==> src/rtl/xfer_guard_pkg.sv <==
package xfer_guard_pkg;
  typedef enum logic [2:0] {
    OP_JMP = 3'd0, OP_CALL = 3'd1, OP_RET = 3'd2, OP_IRET = 3'd3,
    OP_SWINT = 3'd4, OP_EXC = 3'd5, OP_EXTINT = 3'd6, OP_ILL = 3'd7
  } xop_e;

  typedef enum logic [1:0] {
    TB_GLOBAL = 2'd0, TB_LOCAL = 2'd1, TB_INTR = 2'd2, TB_ILL = 2'd3
  } tbl_e;

  typedef enum logic [2:0] {
    DT_CODE = 3'd0, DT_CALLGATE = 3'd1, DT_TRAPGATE = 3'd2, DT_INTGATE = 3'd3,
    DT_TASKGATE = 3'd4, DT_TSS = 3'd5, DT_ILL6 = 3'd6, DT_ILL7 = 3'd7
  } dtype_e;

  typedef enum logic [2:0] {
    PATH_BAD = 3'd0, PATH_DIRECT = 3'd1, PATH_GATE = 3'd2,
    PATH_RETURN = 3'd3, PATH_TASK = 3'd4
  } path_e;

  localparam logic [7:0] GP_VECTOR = 8'd13;
endpackage

==> src/rtl/xfer_type_sel.sv <==
module xfer_type_sel
  import xfer_guard_pkg::*;
(
  input  xop_e   op,
  input  tbl_e   tbl,
  input  dtype_e dtype,
  input  logic   nested,
  output path_e  path
);
  logic seg_tbl;
  assign seg_tbl = (tbl == TB_GLOBAL) || (tbl == TB_LOCAL);

  always_comb begin
    path = PATH_BAD;
    case (op)
      OP_JMP, OP_CALL: begin
        if (seg_tbl) begin
          case (dtype)
            DT_CODE:     path = PATH_DIRECT;
            DT_CALLGATE: path = (op == OP_CALL) ? PATH_GATE : PATH_BAD;
            DT_TASKGATE: path = PATH_TASK;
            DT_TSS:      path = (tbl == TB_GLOBAL) ? PATH_TASK : PATH_BAD;
            default:     path = PATH_BAD;
          endcase
        end
      end
      OP_RET: begin
        if (seg_tbl && dtype == DT_CODE) path = PATH_RETURN;
      end
      OP_IRET: begin
        if (nested) begin
          if (tbl == TB_GLOBAL && dtype == DT_TSS) path = PATH_TASK;
        end else if (seg_tbl && dtype == DT_CODE) begin
          path = PATH_RETURN;
        end
      end
      OP_SWINT, OP_EXC, OP_EXTINT: begin
        if (tbl == TB_INTR) begin
          case (dtype)
            DT_TRAPGATE, DT_INTGATE: path = PATH_GATE;
            DT_TASKGATE:             path = PATH_TASK;
            default:                 path = PATH_BAD;
          endcase
        end
      end
      default: path = PATH_BAD;
    endcase
  end
endmodule

==> src/rtl/xfer_ring_chk.sv <==
module xfer_ring_chk
  import xfer_guard_pkg::*;
#(
  parameter int PL_W = 2
) (
  input  path_e            path,
  input  logic [PL_W-1:0]  cpl,
  input  logic [PL_W-1:0]  rpl,
  input  logic [PL_W-1:0]  ddpl,
  input  logic             dconf,
  input  logic [PL_W-1:0]  tgt_dpl,
  input  logic             tgt_conf,
  output logic             ok,
  output logic [PL_W-1:0]  new_cpl
);
  logic direct_ok, gate_ok, ret_ok, task_ok;

  assign direct_ok = dconf ? (ddpl <= cpl) : (ddpl == cpl);
  assign gate_ok   = (rpl <= ddpl) && (cpl <= ddpl) && (tgt_dpl <= cpl);
  assign ret_ok    = (rpl >= cpl) && (dconf ? (ddpl <= rpl) : (ddpl == rpl));
  assign task_ok   = (ddpl >= cpl);

  always_comb begin
    ok      = 1'b0;
    new_cpl = cpl;
    case (path)
      PATH_DIRECT: ok = direct_ok;
      PATH_GATE: begin
        ok      = gate_ok;
        new_cpl = tgt_conf ? cpl : tgt_dpl;
      end
      PATH_RETURN: begin
        ok      = ret_ok;
        new_cpl = rpl;
      end
      PATH_TASK: ok = task_ok;
      default:   ok = 1'b0;
    endcase
  end
endmodule

==> src/rtl/xfer_guard.sv <==
module xfer_guard
  import xfer_guard_pkg::*;
#(
  parameter int IDX_W = 13,
  parameter int PL_W  = 2,
  localparam int ERR_W = IDX_W + 3
) (
  input  logic             clk,
  input  logic             rst_n,
  input  logic             req_valid_i,
  input  logic [2:0]       op_i,
  input  logic [PL_W-1:0]  cpl_i,
  input  logic [PL_W-1:0]  rpl_i,
  input  logic [IDX_W-1:0] sel_index_i,
  input  logic [1:0]       table_i,
  input  logic [2:0]       dtype_i,
  input  logic [PL_W-1:0]  ddpl_i,
  input  logic             dconf_i,
  input  logic [PL_W-1:0]  tgt_dpl_i,
  input  logic             tgt_conf_i,
  input  logic             nested_i,
  output logic             res_valid_o,
  output logic             allow_o,
  output logic [7:0]       fault_vec_o,
  output logic [ERR_W-1:0] err_code_o,
  output logic [2:0]       class_o,
  output logic [PL_W-1:0]  new_cpl_o
);
  path_e           path;
  logic            ring_ok;
  logic [PL_W-1:0] ring_cpl;
  logic            grant;
  logic            ext_src;

  xfer_type_sel u_type (
    .op     (xop_e'(op_i)),
    .tbl    (tbl_e'(table_i)),
    .dtype  (dtype_e'(dtype_i)),
    .nested (nested_i),
    .path   (path)
  );

  xfer_ring_chk #(.PL_W(PL_W)) u_ring (
    .path     (path),
    .cpl      (cpl_i),
    .rpl      (rpl_i),
    .ddpl     (ddpl_i),
    .dconf    (dconf_i),
    .tgt_dpl  (tgt_dpl_i),
    .tgt_conf (tgt_conf_i),
    .ok       (ring_ok),
    .new_cpl  (ring_cpl)
  );

  assign grant   = (path != PATH_BAD) && ring_ok;
  assign ext_src = (op_i == OP_EXC) || (op_i == OP_EXTINT);

  always_ff @(posedge clk or negedge rst_n) begin
    if (!rst_n) begin
      res_valid_o <= 1'b0;
      allow_o     <= 1'b0;
      fault_vec_o <= '0;
      err_code_o  <= '0;
      class_o     <= '0;
      new_cpl_o   <= '0;
    end else begin
      res_valid_o <= req_valid_i;
      if (req_valid_i) begin
        allow_o     <= grant;
        fault_vec_o <= grant ? 8'd0 : GP_VECTOR;
        err_code_o  <= grant ? '0 : {sel_index_i, table_i, ext_src};
        class_o     <= grant ? path : PATH_BAD;
        new_cpl_o   <= grant ? ring_cpl : cpl_i;
      end
    end
  end

  AST_RESULT_FOLLOWS: assert property (@(posedge clk) disable iff (!rst_n)
    req_valid_i |=> res_valid_o);
  AST_NO_SPURIOUS: assert property (@(posedge clk) disable iff (!rst_n)
    !req_valid_i |=> !res_valid_o);
  AST_RET_CODE_ONLY: assert property (@(posedge clk) disable iff (!rst_n)
    (req_valid_i && op_i == OP_RET) |-> (path == PATH_BAD || path == PATH_RETURN));
  AST_GATE_NO_OUTWARD: assert property (@(posedge clk) disable iff (!rst_n)
    (res_valid_o && allow_o && class_o == PATH_GATE) |-> (new_cpl_o <= $past(cpl_i)));
  AST_RETURN_NO_INWARD: assert property (@(posedge clk) disable iff (!rst_n)
    (res_valid_o && allow_o && class_o == PATH_RETURN) |-> (new_cpl_o >= $past(cpl_i)));
  AST_FAULT_KEEPS_CPL: assert property (@(posedge clk) disable iff (!rst_n)
    (res_valid_o && !allow_o) |->
      (new_cpl_o == $past(cpl_i) && err_code_o[ERR_W-1:3] == $past(sel_index_i)));
endmodule

==> config.mk <==
export PLATFORM = sky130hd
export DESIGN_NAME = xfer_guard
export DESIGN_NICKNAME = d
export VERILOG_FILES = /design/src/rtl/xfer_guard_pkg.sv /design/src/rtl/xfer_type_sel.sv /design/src/rtl/xfer_ring_chk.sv /design/src/rtl/xfer_guard.sv
export SDC_FILE = /design/constraint.sdc
export NUM_CORES = 1
export LEC_CHECK = 0
export BUFFER_PORTS_ARGS = -buffer_cell sky130_fd_sc_hd__buf_2
export CAP_MARGIN = 20
export CELL_PAD_IN_SITES_DETAIL_PLACEMENT = 1
export CELL_PAD_IN_SITES_GLOBAL_PLACEMENT = 1
export CORE_MARGIN = 1
export CORE_UTILIZATION = 32
export DETAILED_ROUTE_END_ITERATION = 12
export GPL_TIMING_DRIVEN = 0
export PLACE_DENSITY = 0.83
export SYNTH_ARGS = -nofsm -noshare
export SYNTH_HDL_FRONTEND = slang
export SYNTH_SLANG_ARGS = --single-unit
==> constraint.sdc <==
create_clock -name clk -period 0.95 [get_ports clk]
set_clock_uncertainty 0.1 [all_clocks]
set_input_delay 0.285 -clock clk [delete_from_list [all_inputs] [get_ports clk]]
set_output_delay 0.285 -clock clk [all_outputs]
set_load 0.02 [all_outputs]
==> impl_metrics.sql, run 1 <==
INSERT INTO impl_metrics (metric_group, metric, value, unit) VALUES
('cts', 'htreeDepth', '1', ''),
('min_path', 'hold_path.class', 'in2async', ''),
('detailed_routing', 'postRouteWirelength', '6480', 'um'),
('synth', 'ys_dominant_reg_cell', 'dfrtp_1', ''),
('synth', 'yosys.area_share.adder', '5.96', '%'),
('global_route', 'global_route.overflow_total', '0', ''),
('detailed_routing', 'drt-vias-per-instance', '5.20', ''),
('critical_path', 'worst_setup_path_startpoint', 'cpl_i[1]', ''),
('floorplanning', 'fp.dieArea', '5550', 'um2'),
('critical_path', 'r2r-end', 'new_cpl_o[1]', ''),
('sta', 'postLayoutSetupSlackWorst', '-0.816', 'ns'),
('detailed_routing', 'routed.top_layer', 'met4', ''),
('detailed_routing', 'detail_route.wl_per_cell', '19.0', 'um'),
('cts', 'cts_tree', 'built', ''),
('sta', 'max-slew-margin-rel', '49.9', '%'),
('global_route', 'total_routing_usage_gr', '22.6', '%'),
('floorplanning', 'design.core.area', '5070', 'um2'),
('critical_path', 'timing.reg2reg.worst_path_depth', '3', ''),
('synth', 'synthSimpleGateAreaFrac', '15.3', '%'),
('layout', 'area_used_by_multi_input_combinational_logic', '1210', 'um2'),
('sta', 'worst_hold_slack', '-0.107', 'ns'),
('synth', 'count_of_warnings_emitted_by_yosys', '0', ''),
('global_route', 'grt_max_degree', '25', ''),
('floorplanning', 'dieHeight', '74.5', 'um'),
('sta', 'layout_worst_path_cycle_share', '186', '%'),
('detailed_routing', 'route.vias.total', '1772', ''),
('synth', 'ys_ff_latch', '24', ''),
('critical_path', 'critical_path_required', '0.98', 'ns'),
('critical_path', 'worst_setup_path_end_kind', 'flip-flop', ''),
('layout', 'seq_area', '601', 'um2'),
('pwr', 'post_layout_power', '0.00346', 'W'),
('detailed_routing', 'met3RoutedLength', '238', 'um'),
('place', 'dp_hpwl', '3620', 'um'),
('layout', 'flow.area_growth_from_synthesis', '80.8', '%'),
('floorplanning', 'floorplan.rows', '26', ''),
('detailed_routing', 'drt-met1-wl', '2660', 'um'),
('sta', 'rsz0062_at_grt', 'yes', ''),
('sta', 'slew_viol_final', '0', ''),
('sta', 'worst_pin_slew', '0.752', 'ns'),
('critical_path', 'r2r-start', 'new_cpl_o[1]', ''),
('sta', 'highest_attainable_clock_frequency', '566', 'MHz'),
('cts', 'clock_latency', '0.27', 'ns'),
('run_status', 'failed_checks', 'negative hold slack, negative setup slack', ''),
('cts', 'cts-root-to-sink-buffers', '2', ''),
('synth', 'yosysSeqAreaShare', '35.7', '%'),
('synth', 'synth.mux.area_fraction', '3.20', '%'),
('global_route', 'vias_in_the_first_global_route', '1869', ''),
('run_status', 'outcome', 'complete, but fails checks', ''),
('critical_path', 'ff2ff_setup_slack', '-0.35', 'ns'),
('critical_path', 'cp-endpoint', 'err_code_o[8]', ''),
('layout', 'n_antenna_cell', '0', ''),
('pwr', 'vdd.ir_drop.worst', '0.837', 'mV'),
('detailed_routing', 'drtPass1Iterations', '4', ''),
('place', 'numPortBuffers', '60', ''),
('global_route', 'global_route_wire_length_before_repair', '9360', 'um'),
('synth', 'synth_area', '1680', 'um2'),
('sta', 'setup_viol', '49', ''),
('pwr', 'static-leakage-power', '1.39', 'nW'),
('global_route', 'initial_antenna_violation_count', '0', ''),
('layout', 'number_of_nets_in_the_finished_design', '315', ''),
('synth', 'synth_xor_xnor_area_share', '0.521', '%'),
('floorplanning', 'boundaryPins', '66', ''),
('synth', 'largest_family_of_logic_cells_by_synthesized_area', 'compound AO/OA/AOI/OAI gates', ''),
('sta', 'finalHoldViolCount', '24', ''),
('synth', 'synth-compound-area-share', '25.5', '%'),
('layout', 'n_fill_cell', '553', ''),
('synth', 'netlist-cell-type-count', '43', ''),
('synth', 'synthCells', '171', ''),
('critical_path', 'critical_path_type', 'in2reg', ''),
('detailed_routing', 'drt_first_iter_violations', '72', ''),
('critical_path', 'timing.critical_path.from_type', 'primary input', '');
[kinds of logic (layout without fill, tap and decap cells)]
family / Yosys count / count (layout)
XOR/XNOR: 1 / 1
other: 1 / 5
multiplexers: 5 / 5
flip-flops: 24 / 24
AND/OR/NAND/NOR: 43 / 43
adder cells (fa/ha/maj): 8 / 8
buffers and inverters: 41 / 137
AO/OA/AOI/OAI: 48 / 48
[cells in the final DEF, fill, tap and decap left out, types with 3 or more instances in the layout]
| master | n |
|---|---|
| buf_2 | 26 |
| clkbuf_8 | 3 |
| buf_12 | 3 |
| buf_6 | 41 |
| inv_1 | 22 |
| nand2_2 | 3 |
| mux2_2 | 3 |
| and3_4 | 3 |
| o21ai_0 | 4 |
| dfrtp_1 | 24 |
| nand2_1 | 6 |
| conb_1 | 5 |
| nor2b_4 | 3 |
| a211oi_4 | 3 |
| ha_4 | 6 |
| nand3_1 | 17 |
| o32ai_2 | 12 |
| buf_4 | 33 |
[worst min-delay path by stage]
stage	end	slack, ns	depth (start not counted)
6_report	err_code_o[5]	-0.11	1
5_1_grt	err_code_o[5]	-0.07	1
4_1_cts	err_code_o[5]	-0.08	1
3_5_place_dp	err_code_o[5]	0.21	1
3_3_place_gp	err_code_o[5]	0.21	1
2_1_floorplan	allow_o	-0.11	0
[Yosys cell counts, types with 2 or more instances]
cell,number,area (um2)
and3_1,2,12.5
o32ai_2,2,32.5
o32ai_1,14,123
o22ai_1,2,12.5
a211oi_1,4,30.0
dfrtp_1,24,601
nor2b_1,4,25.0
dlygate4sd3_1,2,20.0
buf_6,4,45.0
o31a_1,2,17.5
nor4_2,2,25.0
o311ai_0,2,17.5
nand3_1,17,85.1
mux2_2,3,33.8
a21oi_1,2,10.0
ha_1,8,100
a21boi_0,2,15.0
buf_4,8,60.1
mux2i_1,2,20.0
inv_1,25,93.8
o21ai_0,9,45.0
a31oi_1,2,12.5
nand2_1,9,33.8
[final cells by class]
| cell class | instances | share of cell area (%) |
|---|---|---|
| clock buffers | 3 | 1.36 |
| multi-input cells | 110 | 39.7 |
| well taps | 70 | 2.88 |
| repair buffers | 94 | 27.3 |
| clock inverters | 1 | 0.988 |
| inverters | 25 | 3.75 |
| flip-flops and latches | 24 | 19.8 |
| plain buffers | 14 | 4.20 |
[timing repair]
item | 4_1_cts | 5_1_grt
gates cloned | 2 | 0
endpoints found under the setup margin | 49 | 49
resized for setup | 99 | 28
setup buffers | 23 | 11
pin swaps | 20 | 13
endpoints found under the hold margin | 24 | 24
[per-layer routing]
layer	vias to the layer above	track usage [%]
li1	816	-
met1	883	27.9
met2	55	40.2
met3	18	4.07
met4	0	6.08
met5	-	0
[registers in the layout (all words and copies together), names as in the netlist]
name	cells
class_o	3
fault_vec_o	1
new_cpl_o	2
err_code_o	16
allow_o	1
res_valid_o	1
[stage by stage]
step                util (%)  worst slack, ns  TNS [ns]  cell area (um2)
floorplan                  -           -0.767    -17.17             1840
global placement        43.9            -1.23    -26.22             2230
detailed placement      43.9            -1.23    -27.12             2230
CTS                     56.6           -0.803    -24.57             2870
global route            59.9           -0.860    -26.64             3040
finish                  59.9           -0.816    -25.03             3040
[report_power, final]
group | internal (W) | switching [W] | total (W)
Sequential | 0.00111 | 0.0000733 | 0.00118
Combinational | 0.000690 | 0.000641 | 0.00133
Clock | 0.000564 | 0.000378 | 0.000942
[critical path, cell delays in order]
cell      delay (ns)
buf_8           0.09
inv_6           0.04
buf_4           0.12
ha_1            0.28
a21oi_1         0.09
a211o_4         0.34
a21boi_4        0.27
buf_6           0.19
o32ai_2         0.09
(Power assumes the default switching activity.)
==> run 2, diff against run 1 <==
--- a/config.mk
+++ b/config.mk
@@ -10,10 +10,12 @@
 export CELL_PAD_IN_SITES_DETAIL_PLACEMENT = 1
 export CELL_PAD_IN_SITES_GLOBAL_PLACEMENT = 1
 export CORE_MARGIN = 1
-export CORE_UTILIZATION = 32
+export CORE_UTILIZATION = 30
 export DETAILED_ROUTE_END_ITERATION = 12
 export GPL_TIMING_DRIVEN = 0
-export PLACE_DENSITY = 0.83
+export PLACE_DENSITY = 0.82
 export SYNTH_ARGS = -nofsm -noshare
 export SYNTH_HDL_FRONTEND = slang
+export SYNTH_HIERARCHICAL = 1
 export SYNTH_SLANG_ARGS = --single-unit
+export TNS_END_PERCENT = 10
==> impl_metrics.sql, run 2 <==
INSERT INTO impl_metrics (metric_group, metric, value, unit) VALUES
('run_status', 'outcome', 'complete, but fails checks', ''),
('run_status', 'failed_checks', 'design-rule violations, negative hold slack, negative setup slack', ''),
('critical_path', 'ff2ff_setup_slack', '0.09', 'ns'),
('layout', 'flow.area_growth_from_synthesis', '53.1', '%'),
('place', 'gp_congestion', '0.748', ''),
('sta', 'slew_viol_final', '0', ''),
('floorplanning', 'fp.dieArea', '4970', 'um2'),
('detailed_routing', 'route.detailed.drc', '16', ''),
('synth', 'synth_largest_type_area_fraction', '42.7', '%'),
('layout', 'number_of_nets_in_the_finished_design', '265', ''),
('critical_path', 'crit_slowest_cell', 'or3_4', ''),
('synth', 'yosysSeqAreaShare', '42.7', '%'),
('layout', 'mostFrequentLayoutCells', '49 x buf_2, 24 x dfrtp_1, 21 x buf_4, 16 x a22o_1, 11 x inv_1', ''),
('detailed_routing', 'route.vias.total', '1371', ''),
('global_route', 'met3_usage', '2.89', '%'),
('detailed_routing', 'postRouteWirelength', '4140', 'um'),
('critical_path', 'worst_setup_path_startpoint', 'op_i[2]', ''),
('critical_path', 'timing.critical_path.from_type', 'primary input', ''),
('cts', 'htreeDepth', '1', ''),
('sta', 'setup_viol', '49', ''),
('synth', 'post_synth.cell_area_avg', '10.3', 'um2'),
('synth', 'netlist-cell-type-count', '41', ''),
('pwr', 'p_per_area', '1190', 'nW/um2'),
('critical_path', 'critical_path_required', '1.01', 'ns'),
('cts', 'total_cts_buffers', '3', ''),
('pwr', 'static-leakage-power', '1.05', 'nW'),
('critical_path', 'crit_path_frequent_cell', 'a22o_1', ''),
('critical_path', 'timing.reg2reg.worst_path_depth', '1', ''),
('place', 'placed_cells_incl_taps', '252', ''),
('sta', 'rsz0062_at_grt', 'yes', ''),
('layout', 'seq_area', '601', 'um2'),
('synth', 'yosys-top-cells-count', '24 x dfrtp_1, 16 x a22o_1, 11 x inv_1', ''),
('critical_path', 'crit_fanout', '5', ''),
('synth', 'ys_ff_latch', '24', ''),
('global_route', 'global_route_wire_length_before_repair', '6520', 'um'),
('synth', 'count_of_warnings_emitted_by_yosys', '6', ''),
('global_route', 'busiest_layer', 'met2', ''),
('cts', 'clockRootBuffer', 'clkbuf_8', ''),
('synth', 'synth_area', '1410', 'um2'),
('critical_path', 'cp.arrival', '2.49', 'ns'),
('critical_path', 'r2r-end', 'allow_o', ''),
('detailed_routing', 'drt.antenna.violating_nets', '0', ''),
('layout', 'n_fill_cell', '530', ''),
('critical_path', 'crit_buf_inv', '3', ''),
('sta', 'max-slew-margin-rel', '63.3', '%'),
('sta', 'period_needed', '2.43', 'ns'),
('sta', 'finalHoldViolCount', '24', ''),
('sta', 'highest_attainable_clock_frequency', '411', 'MHz'),
('floorplanning', 'boundaryPins', '66', ''),
('global_route', 'vias_in_the_first_global_route', '1356', ''),
('detailed_routing', 'drtPass1Iterations', '8', ''),
('synth', 'synth_top_cells_by_area', 'dfrtp_1 43%, a22o_1 10%, ha_1 7.1%, buf_4 3.7%, a21oi_1 3.2%', ''),
('min_path', 'hold_path.class', 'in2async', ''),
('sta', 'finalSetupTns', '-39.36', 'ns'),
('layout', 'largest_register_ffs', '16', ''),
('synth', 'ys_dominant_reg_cell', 'dfrtp_1', ''),
('global_route', 'grt_max_degree', '25', ''),
('global_route', 'total_routing_usage_gr', '16.9', '%'),
('cts', 'cts_tree', 'built', ''),
('cts', 'numClockSinks', '24', ''),
('floorplanning', 'floorplan.die.width', '70.5', 'um'),
('critical_path', 'critPathTopFamily', 'compound AO/OA/AOI/OAI gates', ''),
('layout', 'layout_top_registers', 'err_code_o: 16 flops, class_o: 3 flops, new_cpl_o: 2 flops', ''),
('critical_path', 'critical_path_type', 'in2reg', ''),
('floorplanning', 'design.core.area', '4440', 'um2'),
('global_route', 'm1_gr_usage', '20.8', '%'),
('detailed_routing', 'drt-vias-per-instance', '5.02', ''),
('synth', 'post-synth-top-count-cell', 'dfrtp_1', ''),
('layout', 'layout_commonest_cell', 'buf_2', ''),
('critical_path', 'worst_setup_path_end_kind', 'flip-flop', ''),
('synth', 'count_of_flip_flops_with_a_built_in_enable_after_synthesis', '0', ''),
('global_route', 'global_route.overflow_total', '0', ''),
('layout', 'n_antenna_cell', '0', ''),
('synth', 'synthCells', '136', ''),
('synth', 'netlist.top_cell.by_area', 'dfrtp_1', ''),
('layout', 'largest_register', 'err_code_o', ''),
('layout', 'finalCoreUtilization', '48.5', '%'),
('floorplanning', 'initial_core_util', '31.6', '%'),
('synth', 'synth-async-reset-ratio', '100', '%'),
('sta', 'worst_pin_slew', '0.551', 'ns'),
('cts', 'cts-root-to-sink-buffers', '2', ''),
('floorplanning', 'floorplan.rows', '24', ''),
('sta', 'layout_worst_path_cycle_share', '256', '%'),
('place', 'dp_hpwl', '2790', 'um'),
('pwr', 'vdd.ir_drop.worst', '0.557', 'mV'),
('layout', 'area_used_by_multi_input_combinational_logic', '763', 'um2'),
('sta', 'worst_hold_slack', '-0.103', 'ns'),
('critical_path', 'r2r-start', 'allow_o', ''),
('critical_path', 'critical_path_depth', '12', ''),
('cts', 'cts.reportedPaths.clkPinSlew', '0.08', 'ns'),
('cts', 'clock_latency', '0.26', 'ns'),
('critical_path', 'cp-endpoint', 'err_code_o[3]', ''),
('critical_path', 'timing.critical_path.cells', 'buf_8 -> or3_4 -> o32a_1 -> a311oi_4 -> nand2b_1 -> o31ai_2 -> a22o_1 -> o31a_4 -> nor2_8 -> buf_12 -> buf_16 -> a22o_1', ''),
('floorplanning', 'dieHeight', '70.5', 'um'),
('place', 'numPortBuffers', '60', ''),
('layout', 'final-instance-count-excl-fill', '273', ''),
('layout', 'drive_above_1_share', '46.2', '%'),
('detailed_routing', 'drt_first_iter_violations', '44', ''),
('sta', 'postLayoutSetupSlackWorst', '-1.48', 'ns'),
('global_route', 'groute.layer.met2.usage', '29.7', '%'),
('detailed_routing', 'detail_route.wl_per_cell', '15.2', 'um'),
('global_route', 'initial_antenna_violation_count', '0', ''),
('critical_path', 'critical-path-max-stage-delay', '0.39', 'ns'),
('run', 'timing.max_cap.violations', '0', '');
run 2: cell count changes after synthesis, moves of 7 or more:
cell / previous run / this run
nand3_1: 17 / 3
inv_1: 25 / 11
o32ai_1: 14 / 0
a22o_1: 0 / 16
a21oi_1: 2 / 9
run 2: where the power goes:
group,switching [W],internal (W),leakage (nW),total (W)
registers,0.0000408,0.00109,0.294,0.00113
clock network,0.000325,0.000370,0.0288,0.000695
logic,0.000389,0.000346,0.727,0.000735
total,0.000755,0.00181,1.05,0.00256
run 2: worst min-delay path by stage:
stage	start	cells past startpoint	slack, ns	end
after floorplan	rst_n	0	-0.11	allow_o
after global placement	rst_n	1	0.19	err_code_o[6]
after detailed placement	rst_n	1	0.20	err_code_o[6]
after CTS	rst_n	1	-0.1	err_code_o[6]
after global routing	rst_n	1	-0.06	err_code_o[4]
final	rst_n	1	-0.10	err_code_o[6]
run 2: per-layer routing:
layer / up-vias / routed length, um
met1: 651 / 1690
met4: 0 / 37
met3: 4 / 267
li1: 658 / -
met2: 58 / 2140
met5: - / 0
run 2: cell type report:
type / count / area share [%]
repair buffers: 77 / 25.5
flip-flops and latches: 24 / 27.9
plain buffers: 10 / 3.49
well taps: 52 / 3.02
inverters: 12 / 2.09
clock buffers: 4 / 2.56
multi-input cells: 94 / 35.4
run 2: metrics by stage:
stage / power (W) / cell area [um2] / setup slack [ns] / hold WS, ns
after floorplan: 0.00151 / 1450 / -1.57 / -0.111
after global placement: 0.00175 / 1810 / -1.96 / 0.188
after detailed placement: 0.00177 / 1810 / -1.98 / 0.200
after CTS: 0.00254 / 2070 / -1.54 / -0.0957
after global routing: 0.00269 / 2150 / -1.58 / -0.0643
final: 0.00256 / 2150 / -1.48 / -0.103
run 2: timing repair:
item / 4_1_cts / 5_1_grt
resized for setup: 18 / 15
setup endpoints to repair: 49 / 49
hold endpoints to repair: 24 / 24
cloned: 1 / 0
setup buffers: 12 / 4
pin swaps: 12 / 11
run 2: cells by family (layout without fill, tap and decap cells):
group | Yosys count | after routing | share of synthesized area (%)
multiplexers | 3 | 3 | 2.22
flip-flops | 24 | 24 | 42.7
other | 1 | 5 | 0.267
AND/OR/NAND/NOR | 31 | 31 | 13.3
adder cells (fa/ha/maj) | 8 | 8 | 7.12
AO/OA/AOI/OAI | 46 | 46 | 25.2
XOR/XNOR | 1 | 1 | 0.623
buffers and inverters | 22 | 103 | 8.54
